<file path="config.mk">
export PLATFORM = sky130hd
export DESIGN_NAME = acc4_core
export DESIGN_NICKNAME = d
export VERILOG_FILES = /design/src/rtl/acc_pkg.sv /design/src/rtl/acc_rf.sv /design/src/rtl/acc_alu.sv /design/src/rtl/acc4_core.sv
export SDC_FILE = /design/constraint.sdc
export NUM_CORES = 1
export LEC_CHECK = 0
export ABC_CLOCK_PERIOD_IN_PS = 4150
export CORE_ASPECT_RATIO = 0.9
export CORE_MARGIN = 3
export CORE_UTILIZATION = 55
export DETAILED_ROUTE_END_ITERATION = 7
export GPL_TIMING_DRIVEN = 0
export PLACE_DENSITY_LB_ADDON = 0.1
export SYNTH_ARGS = -nofsm -noshare
export SYNTH_HDL_FRONTEND = slang
export SYNTH_SLANG_ARGS = --single-unit
</file>
<file path="constraint.sdc">
create_clock -name clk -period 4.15 [get_ports clk]
set_clock_uncertainty 0.15 [all_clocks]
set_input_delay 0.83 -clock clk [delete_from_list [all_inputs] [get_ports clk]]
set_output_delay 0.83 -clock clk [all_outputs]
set_load 0.03 [all_outputs]
</file>
<file path="src/rtl/acc_pkg.sv">
package acc_pkg;
  parameter int unsigned DW = 4;

  typedef enum logic [3:0] {
    OP_NOP   = 4'd0,
    OP_LDI   = 4'd1,
    OP_LD    = 4'd2,
    OP_XCH   = 4'd3,
    OP_ADD   = 4'd4,
    OP_SUB   = 4'd5,
    OP_INC   = 4'd6,
    OP_OR_A  = 4'd7,
    OP_OR_B  = 4'd8,
    OP_AND_A = 4'd9,
    OP_AND_B = 4'd10,
    OP_CONV  = 4'd11,
    OP_BANK0 = 4'd12,
    OP_BANK1 = 4'd13,
    OP_CLRC  = 4'd14,
    OP_SETC  = 4'd15
  } op_e;

  // sum with carry in, carry out in the top bit
  function automatic logic [DW:0] add_ci(input logic [DW-1:0] a,
                                         input logic [DW-1:0] b,
                                         input logic ci);
    return {1'b0, a} + {1'b0, b} + {{DW{1'b0}}, ci};
  endfunction

  // subtract: ones complement operand, carry high means no borrow
  function automatic logic [DW:0] sub_nb(input logic [DW-1:0] a,
                                         input logic [DW-1:0] b,
                                         input logic ci);
    return add_ci(a, ~b, ci);
  endfunction

  // one-hot position to number (1-based), zero stays zero, else all ones
  function automatic logic [DW-1:0] onehot_code(input logic [DW-1:0] a);
    logic [DW-1:0] r;
    r = '1;
    if (a == '0) r = '0;
    for (int i = 0; i < int'(DW); i++) begin
      if (a == (DW'(1) << i)) r = DW'(i + 1);
    end
    return r;
  endfunction
endpackage

</file>
<file path="src/rtl/acc_rf.sv">
module acc_rf #(
  parameter int unsigned DW    = 4,
  parameter int unsigned NREG  = 16,
  parameter int unsigned NBANK = 8,
  localparam int unsigned AW    = $clog2(NREG),
  localparam int unsigned NPHYS = NREG + NBANK,
  localparam int unsigned PW    = $clog2(NPHYS)
) (
  input  logic          clk,
  input  logic          rst_n,
  input  logic          bank,
  input  logic [AW-1:0] sel,
  output logic [DW-1:0] rd_data,
  input  logic          we,
  input  logic [DW-1:0] wdata
);
  logic [DW-1:0] mem [NPHYS];
  logic [PW-1:0] phys;

  // banked numbers in bank 1 live above the primary set
  always_comb begin
    if (bank && (int'(sel) < int'(NBANK))) phys = PW'(sel) + PW'(NREG);
    else                                   phys = PW'(sel);
  end

  assign rd_data = mem[phys];

  always_ff @(posedge clk or negedge rst_n) begin
    if (!rst_n) begin
      for (int i = 0; i < int'(NPHYS); i++) mem[i] <= '0;
    end else if (we) begin
      mem[phys] <= wdata;
    end
  end

  // a write is visible on the next read of the same physical entry
  assert_write_lands_R4: assert property (@(posedge clk) disable iff (!rst_n)
    we |=> (($past(phys) != phys) || (rd_data == $past(wdata))));
endmodule

</file>
<file path="src/rtl/acc_alu.sv">
module acc_alu
  import acc_pkg::*;
#(
  parameter int unsigned W = 4
) (
  input  op_e           opc,
  input  logic [W-1:0]  acc_q,
  input  logic          carry_q,
  input  logic [W-1:0]  rd,
  input  logic [W-1:0]  imm,
  output logic [W-1:0]  acc_n,
  output logic          carry_n,
  output logic          rf_we_req,
  output logic [W-1:0]  rf_wdata,
  output logic          bank_wr,
  output logic          bank_val
);
  logic [W:0] sum;

  always_comb begin
    acc_n     = acc_q;
    carry_n   = carry_q;
    rf_we_req = 1'b0;
    rf_wdata  = rd;
    bank_wr   = 1'b0;
    bank_val  = 1'b0;
    sum       = '0;
    unique case (opc)
      OP_NOP:   ;
      OP_LDI:   acc_n = imm;
      OP_LD:    acc_n = rd;
      OP_XCH: begin
        acc_n     = rd;
        rf_we_req = 1'b1;
        rf_wdata  = acc_q;
      end
      OP_ADD: begin
        sum     = add_ci(acc_q, rd, carry_q);
        acc_n   = sum[W-1:0];
        carry_n = sum[W];
      end
      OP_SUB: begin
        sum     = sub_nb(acc_q, rd, carry_q);
        acc_n   = sum[W-1:0];
        carry_n = sum[W];
      end
      OP_INC: begin
        rf_we_req = 1'b1;
        rf_wdata  = rd + W'(1);
      end
      OP_OR_A, OP_OR_B:   acc_n = acc_q | rd;
      OP_AND_A, OP_AND_B: acc_n = acc_q & rd;
      OP_CONV:  acc_n = onehot_code(acc_q);
      OP_BANK0: begin bank_wr = 1'b1; bank_val = 1'b0; end
      OP_BANK1: begin bank_wr = 1'b1; bank_val = 1'b1; end
      OP_CLRC:  carry_n = 1'b0;
      OP_SETC:  carry_n = 1'b1;
      default:  ;
    endcase
  end
endmodule

</file>
<file path="src/rtl/acc4_core.sv">
module acc4_core
  import acc_pkg::*;
#(
  parameter int unsigned NREG       = 16,
  parameter int unsigned NBANK      = 8,
  parameter int unsigned LOGIC_BASE = 4,
  localparam int unsigned AW = $clog2(NREG)
) (
  input  logic          clk,
  input  logic          rst_n,
  input  logic          exec_en,
  input  logic [3:0]    op,
  input  logic [AW-1:0] reg_sel,
  output logic [DW-1:0] acc,
  output logic          carry
);
  op_e           opc;
  logic [DW-1:0] acc_q, acc_n;
  logic          carry_q, carry_n;
  logic          bank_q;
  logic [AW-1:0] rf_sel;
  logic [DW-1:0] rd_data;
  logic          rf_we_req, rf_we;
  logic [DW-1:0] rf_wdata;
  logic          bank_wr, bank_val;

  assign opc = op_e'(op);

  // logic operations read a fixed register, others the selected one
  always_comb begin
    unique case (opc)
      OP_OR_A:  rf_sel = AW'(LOGIC_BASE);
      OP_OR_B:  rf_sel = AW'(LOGIC_BASE + 1);
      OP_AND_A: rf_sel = AW'(LOGIC_BASE + 2);
      OP_AND_B: rf_sel = AW'(LOGIC_BASE + 3);
      default:  rf_sel = reg_sel;
    endcase
  end

  acc_alu #(.W(DW)) u_alu (
    .opc       (opc),
    .acc_q     (acc_q),
    .carry_q   (carry_q),
    .rd        (rd_data),
    .imm       (DW'(reg_sel)),
    .acc_n     (acc_n),
    .carry_n   (carry_n),
    .rf_we_req (rf_we_req),
    .rf_wdata  (rf_wdata),
    .bank_wr   (bank_wr),
    .bank_val  (bank_val)
  );

  assign rf_we = exec_en && rf_we_req;

  acc_rf #(.DW(DW), .NREG(NREG), .NBANK(NBANK)) u_rf (
    .clk     (clk),
    .rst_n   (rst_n),
    .bank    (bank_q),
    .sel     (rf_sel),
    .rd_data (rd_data),
    .we      (rf_we),
    .wdata   (rf_wdata)
  );

  always_ff @(posedge clk or negedge rst_n) begin
    if (!rst_n) begin
      acc_q   <= '0;
      carry_q <= 1'b0;
      bank_q  <= 1'b0;
    end else if (exec_en) begin
      acc_q   <= acc_n;
      carry_q <= carry_n;
      if (bank_wr) bank_q <= bank_val;
    end
  end

  assign acc   = acc_q;
  assign carry = carry_q;

  assert_idle_hold_R2: assert property (@(posedge clk) disable iff (!rst_n)
    !exec_en |=> ($stable(acc_q) && $stable(carry_q) && $stable(bank_q)));

  assert_idle_no_write_R2: assert property (@(posedge clk) disable iff (!rst_n)
    !exec_en |-> !rf_we);

  assert_sub_equal_R6: assert property (@(posedge clk) disable iff (!rst_n)
    (exec_en && opc == OP_SUB && rd_data == acc_q && carry_q) |=> (carry_q && acc_q == '0));

  assert_inc_wrap_R7: assert property (@(posedge clk) disable iff (!rst_n)
    (rf_we && opc == OP_INC && rd_data == '1) |-> (rf_wdata == '0));

  assert_logic_carry_R8: assert property (@(posedge clk) disable iff (!rst_n)
    (exec_en && (opc == OP_OR_A || opc == OP_OR_B || opc == OP_AND_A || opc == OP_AND_B))
      |=> $stable(carry_q));

  assert_conv_range_R9: assert property (@(posedge clk) disable iff (!rst_n)
    (exec_en && opc == OP_CONV && $onehot0(acc_q)) |=> (acc_q != '1));

  assert_bank_set_R10: assert property (@(posedge clk) disable iff (!rst_n)
    (exec_en && opc == OP_BANK1) |=> bank_q);

  assert_bank_clr_R10: assert property (@(posedge clk) disable iff (!rst_n)
    (exec_en && opc == OP_BANK0) |=> !bank_q);
endmodule

</file>
==> out/qor.yml, run 1 <==
routing:
  wirelength_um: 18500
  viasPerCell: 6.46
  vias: 5346
  drc: 0
  firstDrtPassIters: 6
  wl_per_cell_um: 22.4
  drt_iter0_markers: 607
  ant_nets: 0
critical_path:
  startpoint_type: "input port"
  cpPeakStageDelay_ns: 0.42
  cp-startpoint: "op[2]"
  reg2reg_slack_ns: 0.45
  worstPathArrival_ns: 4.47
  path_cells: "buf_6 > buf_6 > nor3b_4 > o21a_2 > nor2_4 > buf_12 > buf_6 > mux2i_2 > a22o_1 > a221oi_2 > and3_1 > buf_6 > inv_4 > fa_2 > fa_2 > mux2i_1 > nor2_1 > a21oi_1 > nor2_1 > o211ai_1 > a31oi_1 > o31ai_1"
  crit_type: "in -> reg"
  required_ns: 4.27
  worst-path-max-fanout: 5
  critPathSlowestCell: "fa_2"
  cp-end-kind: "register"
  critPathMostFrequentCell: "buf_6"
  reg2reg_from: "bank_q"
global_routing:
  grtUsageTotal_pct: 30.3
  grt_overflow: 0
  grt_antenna_before_repair: 0
  grt_pass1_wl_um: 29200
  grt_max_degree: 53
  grt_pass1_vias: 5082
synth:
  synth_ff_type: "dfrtp_1"
  syn-cell-area_mm2: 0.00622
  async_flop_share_pct: 100
  synth_seq_area_share_pct: 41.1
  yosys_warnings: 0
  synth_seq_cells: 102
  synth-edff-count: 0
  synth_nets: 637
  avgSynthCellArea_um2: 10.2
  synth.distinct_cells: 74
  syn_inst: 610
pwr:
  ir_worst_vdd_mv: 0.430
  total_leakage_power_nw: 3.33
  total_power_mw: 3.15
  power.density_mw_per_mm2: 423
floorplan:
  die-area_mm2: 0.0126
  start_util_pct: 56.8
  ios: 16
  die_x_um: 118
  die_h_um: 107
  core_area_mm2: 0.0109
  floorplan.rows: 36
placement:
  gp_congestion: 0.956
  hpwlAfterDp_um: 13000
  placed_cell_area_mm2: 0.00662
  place_inst: 776
  port_buffers: 13
worst_hold_path:
  hold_class: "in -> async"
cts:
  root_buffer: "clkbuf_16"
  cts_tree: "yes"
  h-tree-depth: 3
  numCtsBuffers: 9
  clk_pin_slew_ns: 0.07
  cts.sinks: 102
  cts_buffer_depth: 2
  cts_hold_buf: 0
  clk_latency_ns: 0.36
layout:
  drive_above_1_share_pct: 28.9
  num_antenna_cells: 0
  area_delta_synth_final_pct: 19.7
  utilization_pct: 68.0
  fillCellCount: 866
  nNetsFinal: 697
  stdcell_count: 827
  fin_area_mm2: 0.00744
sta:
  timing.hold.ws_ns: 0.349
  worst_slack_ns: -0.196
  slew_headroom_pct: 40.9
  period_minus_slack_ns: 4.35
  timing.fmax_mhz: 230
  fin_crit_sh_pct: 105
  tightest_slew_ns: 0.879
  hold_viol_final: 0
  slew_viol_final: 0
  rsz0062_at_grt: "yes"
  setup_viol: 7
job:
  maxCapViolCount: 0
run_status:
  status: "finished with violations"
  failed_checks: "negative setup slack"
-- stage by stage --
| step | setup WS (ns) | TNS, ns |
|---|---|---|
| global placement | -1.61 | -233.15 |
| global route | -0.342 | -2.55 |
| floorplan | -0.0508 | -0.0508 |
| detailed placement | -1.55 | -74.95 |
| finish | -0.196 | -0.645 |
| CTS | -0.104 | -0.125 |
-- final timing paths --
check,endpoint,depth (start not counted)
worst max-delay path,acc[1],22
worst min-delay path,acc[1],1
worst max register to register,acc[1],14
worst min register to register,u_rf.mem[81],2
max in group asynchronous,u_rf.mem[76],2
min in group clk,u_rf.mem[81],2
-- layout make-up --
type | instances | area (um^2) | area share (%)
flip-flops and latches | 102 | 2550 | 34.3
clock buffers | 9 | 225 | 3.03
inverters | 27 | 104 | 1.40
multi-input cells | 449 | 3520 | 47.4
well taps | 152 | 190 | 2.56
plain buffers | 32 | 289 | 3.89
repair buffers | 49 | 458 | 6.16
clock inverters | 7 | 97.6 | 1.31
-- layer usage --
| metal | GRT usage [%] | share of wire (%) | routed length [um] |
|---|---|---|---|
| met1 | 43.3 | 43 | 7990 |
| met5 | 0 | 0 | 0 |
| met4 | 8.03 | 1.4 | 265 |
| met3 | 8.12 | 11 | 1970 |
| met2 | 45.8 | 45 | 8310 |
-- cells in the mapped netlist, types with 8 or more instances --
cell type / number / area (um^2)
a41oi_2: 8 / 130
nor2_1: 85 / 319
a22o_1: 11 / 96.3
o21ai_0: 30 / 150
nand3_1: 8 / 40.0
buf_6: 10 / 113
inv_1: 27 / 101
ha_1: 12 / 150
nand2_1: 47 / 176
dfrtp_1: 102 / 2550
mux2_2: 52 / 586
clkbuf_1: 11 / 41.3
a21oi_1: 38 / 190
a32oi_2: 12 / 195
mux2i_1: 41 / 410
-- cell families (layout without fill, tap and decap cells) --
group                      after synthesis  in the layout  synth area share (%)
AOI/OAI and AO/OA                      153            153                  19.6
xor gates and xnor gates                 4              4                 0.564
adders and majority gates               16             16                  3.70
buffers and inverters                   59            124                  5.03
DFF                                    102            102                  41.1
muxes                                   93             93                  16.0
and+or+nand+nor                        183            183                  14.1
-- cells in the final DEF, fill, tap and decap left out, types with 18 or more instances in the layout --
cell type and instances:
dfrtp_1 102, nor2_1 80, mux2_2 52, nand2_1 47, a21oi_1 36, mux2i_1 34
buf_4 31, o21ai_0 28, inv_1 25, buf_6 18
-- critical path: cells and delay by family --
kind	cells	cell delay, ns
compound gates	7	1.32
simple gates	5	0.60
mux	2	0.29
fa+ha+maj	2	0.77
buf+inv	6	0.65
-- repair_timing --
| action | 4_1_cts | 5_1_grt |
|---|---|---|
| setup endpoints to repair | 79 | 23 |
| buffers inserted | 31 | 4 |
| pin swaps | 24 | 13 |
| gates resized for setup | 80 | 1 |
| gates cloned | 1 | 0 |
-- sequential cells by signal, summed over array words and instances, names as in the netlist --
name and count:
bank_q 1, u_rf.mem 96, acc 4, carry 1
-- power by group --
| part | internal (mW) | leakage, nW | switching (mW) | total [mW] |
|---|---|---|---|---|
| Clock | 0.530 | 0.152 | 0.388 | 0.918 |
| Combinational | 0.438 | 1.85 | 0.593 | 1.03 |
| Sequential | 1.10 | 1.33 | 0.0934 | 1.20 |
(Power assumes the default switching activity.)
==> run 2, diff against run 1 <==
--- a/config.mk
+++ b/config.mk
@@ -12,6 +12,7 @@
 export DETAILED_ROUTE_END_ITERATION = 7
 export GPL_TIMING_DRIVEN = 0
 export PLACE_DENSITY_LB_ADDON = 0.1
+export SLEW_MARGIN = 20
 export SYNTH_ARGS = -nofsm -noshare
 export SYNTH_HDL_FRONTEND = slang
 export SYNTH_SLANG_ARGS = --single-unit
==> run 2 against run 1 <==
  * The flow still finishes with violations (negative setup slack)
  * Die area unchanged
  * First-iteration DRC count decreased by 2.1%
  * Core utilization about the same
  * Sequential share of layout area about the same
  * Highest routed layer unchanged
  * Maximum frequency decreased by 0.24%
==> out/qor.yml, run 2 (synthesis results as in run 1) <==
pwr:
  swShare_pct: 34.2  # about the same
  total_power_mw: 3.15  # about the same
  sequentialPowerShare_pct: 38.0  # about the same
  ir_worst_vdd_mv: 0.430  # about the same
  p_int_mw: 2.07  # about the same
  total_leakage_power_nw: 3.33  # about the same
  pwr-share-clk_pct: 29.3  # about the same
  power.switching_mw: 1.08  # about the same
  p_comb_share_pct: 32.7  # about the same
  power.density_mw_per_mm2: 423  # about the same
floorplan:
  floorplan.rows: 36  # unchanged
  die_h_um: 107  # unchanged
  start_util_pct: 56.8  # unchanged
  ios: 16  # unchanged
  die_x_um: 118  # unchanged
  die-area_mm2: 0.0126  # unchanged
  core_area_mm2: 0.0109  # unchanged
critical_path:
  cpPeakStageDelay_ns: 0.54  # +0.12 ns
  cp-end-kind: "register"
  crit_type: "in -> reg"
  reg2reg_to: "acc[1]"
  critPathMostFrequentCell: "buf_6"
  path_cells: "buf_6 > buf_6 > nor3b_4 > o21a_2 > nor2_4 > buf_12 > buf_6 > mux2i_2 > a22o_1 > a221oi_2 > and3_1 > buf_6 > inv_4 > fa_2 > fa_2 > mux2i_1 > nor2_1 > a21oi_1 > nor2_1 > o211ai_1 > a31oi_1 > o31ai_1"
  reg2reg_from: "bank_q"
  required_ns: 4.23  # -0.04 ns
  path_delay_family: "compound AO/OA/AOI/OAI gates"
  worst-path-max-fanout: 5  # unchanged
  cp.buffers_inverters: 6  # unchanged
  startpoint_type: "input port"
  worstPathArrival_ns: 4.43  # -0.04 ns
  reg2reg_slack_ns: 0.43  # -0.02 ns
  reg2regPathDepth: 14  # unchanged
  critPathSlowestCell: "fa_2"
sta:
  slew_headroom_pct: 45.1  # +4.2 points
  slew_viol_final: 0  # unchanged
  timing.fmax_mhz: 230  # -0.24%
  rsz0062_at_grt: "yes"
  fin_crit_sh_pct: 105  # +0.25 points
  tightest_slew_ns: 0.817  # -0.0625 ns
  timing.hold.ws_ns: 0.262  # -0.0866 ns
  fin_setup_tns_ns: -0.663  # -0.0189 ns
  setup_viol: 4  # -3
  hold_viol_final: 0  # unchanged
  worst_slack_ns: -0.206  # -0.0105 ns
  period_minus_slack_ns: 4.36  # +0.0105 ns
global_routing:
  grt_antenna_before_repair: 0  # unchanged
  grt_pass1_wl_um: 29200  # about the same
  grtUsageTotal_pct: 30.3  # about the same
  grt_overflow: 0  # unchanged
  grt_max_degree: 53  # unchanged
  grt_pass1_vias: 5083  # +0.020%
routing:
  ant_nets: 0  # unchanged
  drc: 0  # unchanged
  firstDrtPassIters: 5  # -1
  viasPerCell: 6.43  # -0.58%
  drt_iter0_markers: 594  # -2.1%
  wl_per_cell_um: 22.3  # -0.60%
  wirelength_um: 18400  # -0.60%
  vias: 5315  # -0.58%
placement:
  place_inst: 776  # unchanged
  placed_cell_area_mm2: 0.00662  # about the same
  hpwlAfterDp_um: 13000  # about the same
  gp_congestion: 0.956  # unchanged
  port_buffers: 13  # unchanged
cts:
  cts_tree: "yes"
  root_buffer: "clkbuf_16"
  cts_buffer_depth: 2  # unchanged
  clk_pin_slew_ns: 0.07  # about the same
  clk_latency_ns: 0.36  # about the same
  cts.sinks: 102  # unchanged
  cts_hold_buf: 0  # unchanged
  numCtsBuffers: 9  # unchanged
  h-tree-depth: 3  # unchanged
layout:
  final_cell_mix: "dfrtp_1, nor2_1, mux2_2"
  top_register: "u_rf.mem"
  num_antenna_cells: 0  # unchanged
  stdcell_count: 827  # unchanged
  fin_area_mm2: 0.00744  # about the same
  final_common_cell: "dfrtp_1"
  largest_register_ffs: 96  # unchanged
  nNetsFinal: 697  # unchanged
  area_delta_synth_final_pct: 19.7  # about the same
  drive_above_1_share_pct: 28.9  # unchanged
run_status:
  status: "finished with violations"
  failed_checks: "negative setup slack"
worst_hold_path:
  hold_class: "in -> async"
job:
  maxCapViolCount: 0  # unchanged
## run 2: final cells by class
cell class | instances | area [um^2]
plain buffers | 32 | 289
clock buffers | 9 | 225
clock inverters | 7 | 97.6
fillers | 866 | 3500
inverters | 27 | 104
multi-input cells | 449 | 3520
flip-flops and latches | 102 | 2550
well taps | 152 | 190
repair buffers | 49 | 462
## run 2: power by group through the flow
stage          combinational (mW)  sequential (mW)  clock [mW]
6_report                     1.03             1.20       0.922
5_1_grt                      1.10             1.21       0.973
4_1_cts                      1.00             1.19       0.942
3_5_place_dp                0.884             1.21           0
3_3_place_gp                0.857             1.20           0
2_1_floorplan               0.610             1.20           0
## run 2: layer usage
| metal | routed length, um | up-vias | track usage (%) |
|---|---|---|---|
| met1 | 7970 | 2660 | 43.4 |
| li1 | - | 2326 | - |
| met4 | 323 | 0 | 8.03 |
| met3 | 1970 | 30 | 8.12 |
| met5 | 0 | - | 0 |
| met2 | 8170 | 299 | 45.8 |
## run 2: worst register-to-register path, cell delays in order (launching register included)
cell,delay (ns)
dfrtp_1,0.54
or4b_4,0.56
nor2_1,0.28
a221oi_2,0.14
and3_1,0.18
buf_6,0.13
fa_2,0.34
inv_1,0.07
fa_1,0.41
a22oi_1,0.19
a21oi_1,0.09
nor2_1,0.10
o211ai_1,0.09
a31oi_1,0.22
o31ai_1,0.10
## run 2: timing repair
item / 4_1_cts / 5_1_grt
pin swaps: 24 / 13
resized for setup: 80 / 1
hold endpoints to repair: 0 / 0
endpoints found under the setup margin: 79 / 23
buffers inserted: 31 / 4
cloned: 1 / 0
## run 2: worst max path at each step
stage	slack (ns)	start	end	depth (start not counted)
2_1_floorplan	-0.05	op[1]	acc[1]	20
3_3_place_gp	-1.61	rst_n	acc[2]	1
3_5_place_dp	-1.55	op[3]	carry	17
4_1_cts	-0.10	op[2]	acc[1]	22
5_1_grt	-0.34	op[2]	acc[1]	22
6_report	-0.21	op[2]	acc[1]	22
## run 2: through the flow
stage	setup slack (ns)	utilization (%)
final	-0.206	68.0
after global routing	-0.342	68.0
after floorplan	-0.0508	-
after detailed placement	-1.55	60.5
after CTS	-0.104	67.9
after global placement	-1.61	60.3
==> run 3, diff against run 2 <==
--- a/config.mk
+++ b/config.mk
@@ -12,6 +12,7 @@
 export DETAILED_ROUTE_END_ITERATION = 7
 export GPL_TIMING_DRIVEN = 0
 export PLACE_DENSITY_LB_ADDON = 0.1
+export SKIP_LAST_GASP = 1
 export SLEW_MARGIN = 20
 export SYNTH_ARGS = -nofsm -noshare
 export SYNTH_HDL_FRONTEND = slang
==> run 3 against run 2 <==
  * The flow still finishes with violations (negative setup slack)
  * First-iteration DRC count grew 16%
  * Routed wire length is essentially flat
  * Non-clock buffer count is the same
  * Highest routed layer unchanged
==> out/qor.yml, run 3 (synthesis results as in run 1) <==
floorplan:
  die-area_mm2: 0.0126  # unchanged
  start_util_pct: 56.8  # unchanged
  core_area_mm2: 0.0109  # unchanged
  ios: 16  # unchanged
  floorplan.rows: 36  # unchanged
  die_x_um: 118  # unchanged
  die_h_um: 107  # unchanged
cts:
  cts_buffer_depth: 2  # unchanged
  clk_pin_slew_ns: 0.07  # about the same
  h-tree-depth: 3  # unchanged
  cts_tree: "yes"
  clk_latency_ns: 0.36  # about the same
  cts.sinks: 102  # unchanged
  numCtsBuffers: 9  # unchanged
  cts_hold_buf: 0  # unchanged
  root_buffer: "clkbuf_16"
layout:
  final_common_cell: "dfrtp_1"
  fin_area_mm2: 0.00747  # +0.35%
  area_delta_synth_final_pct: 20.1
  multiInputGateArea_mm2: 0.00355  # +0.75%
  nNetsFinal: 697  # unchanged
  top_register: "u_rf.mem"
  num_antenna_cells: 0  # unchanged
  drive_above_1_share_pct: 29.3  # +0.44 points
  final_cell_mix: "dfrtp_1, nor2_1, mux2_2"
  fillCellCount: 869  # +0.35%
  stdcell_count: 827  # unchanged
  largest_register_ffs: 96  # unchanged
  utilization_pct: 68.2  # +0.24 points
  regArea_mm2: 0.00255  # unchanged
routing:
  ant_nets: 0  # unchanged
  firstDrtPassIters: 6  # +1
  wirelength_um: 18400  # about the same
  drt_iter0_markers: 688  # +16%
  viasPerCell: 6.31  # -1.8%
  drc: 0  # unchanged
  vias: 5221  # -1.8%
  wl_per_cell_um: 22.3  # about the same
critical_path:
  critPathMostFrequentCell: "buf_6"
  required_ns: 4.27  # +0.04 ns
  startpoint_type: "input port"
  cp-end-kind: "register"
  path_cells: "buf_6 > buf_6 > nor3b_4 > o21a_2 > nor2_4 > buf_12 > buf_6 > mux2i_2 > a22o_1 > a221oi_2 > and3_1 > buf_6 > inv_4 > fa_2 > fa_2 > mux2i_1 > nor2_1 > a21oi_1 > nor2_1 > o211ai_1 > a31oi_1 > o31ai_1"
  critPathSlowestCell: "fa_2"
  reg2reg_slack_ns: 0.42  # about the same
  crit_type: "in -> reg"
  cpPeakStageDelay_ns: 0.42  # -0.12 ns
  worstPathArrival_ns: 4.50  # +0.07 ns
  worst-path-max-fanout: 5  # unchanged
global_routing:
  grt_max_degree: 53  # unchanged
  grt_antenna_before_repair: 0  # unchanged
  grt_pass1_vias: 5079  # -0.079%
  grt_pass1_wl_um: 29200  # about the same
  grtUsageTotal_pct: 30.3  # about the same
  grt_overflow: 0  # unchanged
placement:
  place_inst: 776  # unchanged
  gp_congestion: 0.956  # unchanged
  hpwlAfterDp_um: 13000  # unchanged
  placed_cell_area_mm2: 0.00662  # unchanged
  dp_slack_ns: -1.55  # unchanged
  port_buffers: 13  # unchanged
sta:
  slew_viol_final: 0  # unchanged
  hold_viol_final: 0  # unchanged
  timing.fmax_mhz: 229  # -0.43%
  slew_headroom_pct: 47.9  # +2.8 points
  fin_setup_tns_ns: -0.724  # -0.0605 ns
  tightest_slew_ns: 0.775  # -0.0419 ns
  setup_viol: 4  # unchanged
  period_minus_slack_ns: 4.38  # +0.0189 ns
  worst_slack_ns: -0.225  # -0.0189 ns
  rsz0062_at_grt: "yes"
  timing.hold.ws_ns: 0.253  # -0.00894 ns
  fin_crit_sh_pct: 105  # +0.46 points
job:
  maxCapViolCount: 0  # unchanged
run_status:
  failed_checks: "negative setup slack"
  status: "finished with violations"
pwr:
  ir_worst_vdd_mv: 0.430  # about the same
  total_leakage_power_nw: 3.33  # about the same
  power.density_mw_per_mm2: 424  # +0.23%
  total_power_mw: 3.17  # +0.58%
worst_hold_path:
  hold_class: "in -> async"
## run 3: cell types whose count changed in the layout (fill, tap and decap cells not counted)
cell       before  now
a2111oi_2       1    0
a2111oi_4       0    1
a21oi_1        36   35
a21oi_2         2    3
nor2_1         80   79
nor2_4          2    3
nor3b_1         3    2
nor3b_2         0    1
o21ai_1         2    1
o21ai_2         1    2
o22ai_1         4    5
o22ai_2         2    1
## run 3: worst paths after layout
kind	start	end	cells after the start
hold reg to reg	u_rf.mem[81]	u_rf.mem[81]	2
setup reg to reg	bank_q	acc[1]	14
max in group asynchronous	rst_n	u_rf.mem[76]	2
setup / recovery	op[2]	acc[1]	22
min in group clk	u_rf.mem[81]	u_rf.mem[81]	2
hold / removal	rst_n	u_rf.mem[64]	1
## run 3: final cells by class
type / instances / area share [%]
Sequential cell: 102 / 34.2
Clock buffer: 9 / 3.02
Clock inverter: 7 / 1.31
Inverter: 27 / 1.39
Multi-Input combinational cell: 449 / 47.5
Tap cell: 152 / 2.55
Timing Repair Buffer: 49 / 6.18
Buffer: 32 / 3.87
## run 3: what timing repair did
action,in CTS,in global routing
endpoints found under the setup margin,79,23
buffers inserted,31,4
resized for setup,77,9
pin swaps,24,17
gates cloned,1,0
## run 3: critical path, delay by kind of cell
family          cells  cell delay (ns)
mux                 2             0.28
fa+ha+maj           2             0.77
simple gates        5             0.60
compound gates      7             1.35
buf+inv             6             0.65
## run 3: report_power, final
group	internal (mW)	switching (mW)	leakage, nW
logic	0.444	0.602	1.85
clock network	0.530	0.392	0.152
registers	1.10	0.0933	1.33
total	2.08	1.09	3.33
## run 3: metal layers
| layer | share of wire [%] | vias to the layer above | routed length (um) | GRT usage, % |
|---|---|---|---|---|
| met2 | 45 | 273 | 8270 | 45.9 |
| met5 | 0 | - | 0 | 0 |
| met1 | 43 | 2602 | 7990 | 43.4 |
| li1 | - | 2322 | - | - |
| met4 | 1.5 | 0 | 275 | 7.95 |
| met3 | 10 | 24 | 1900 | 7.91 |
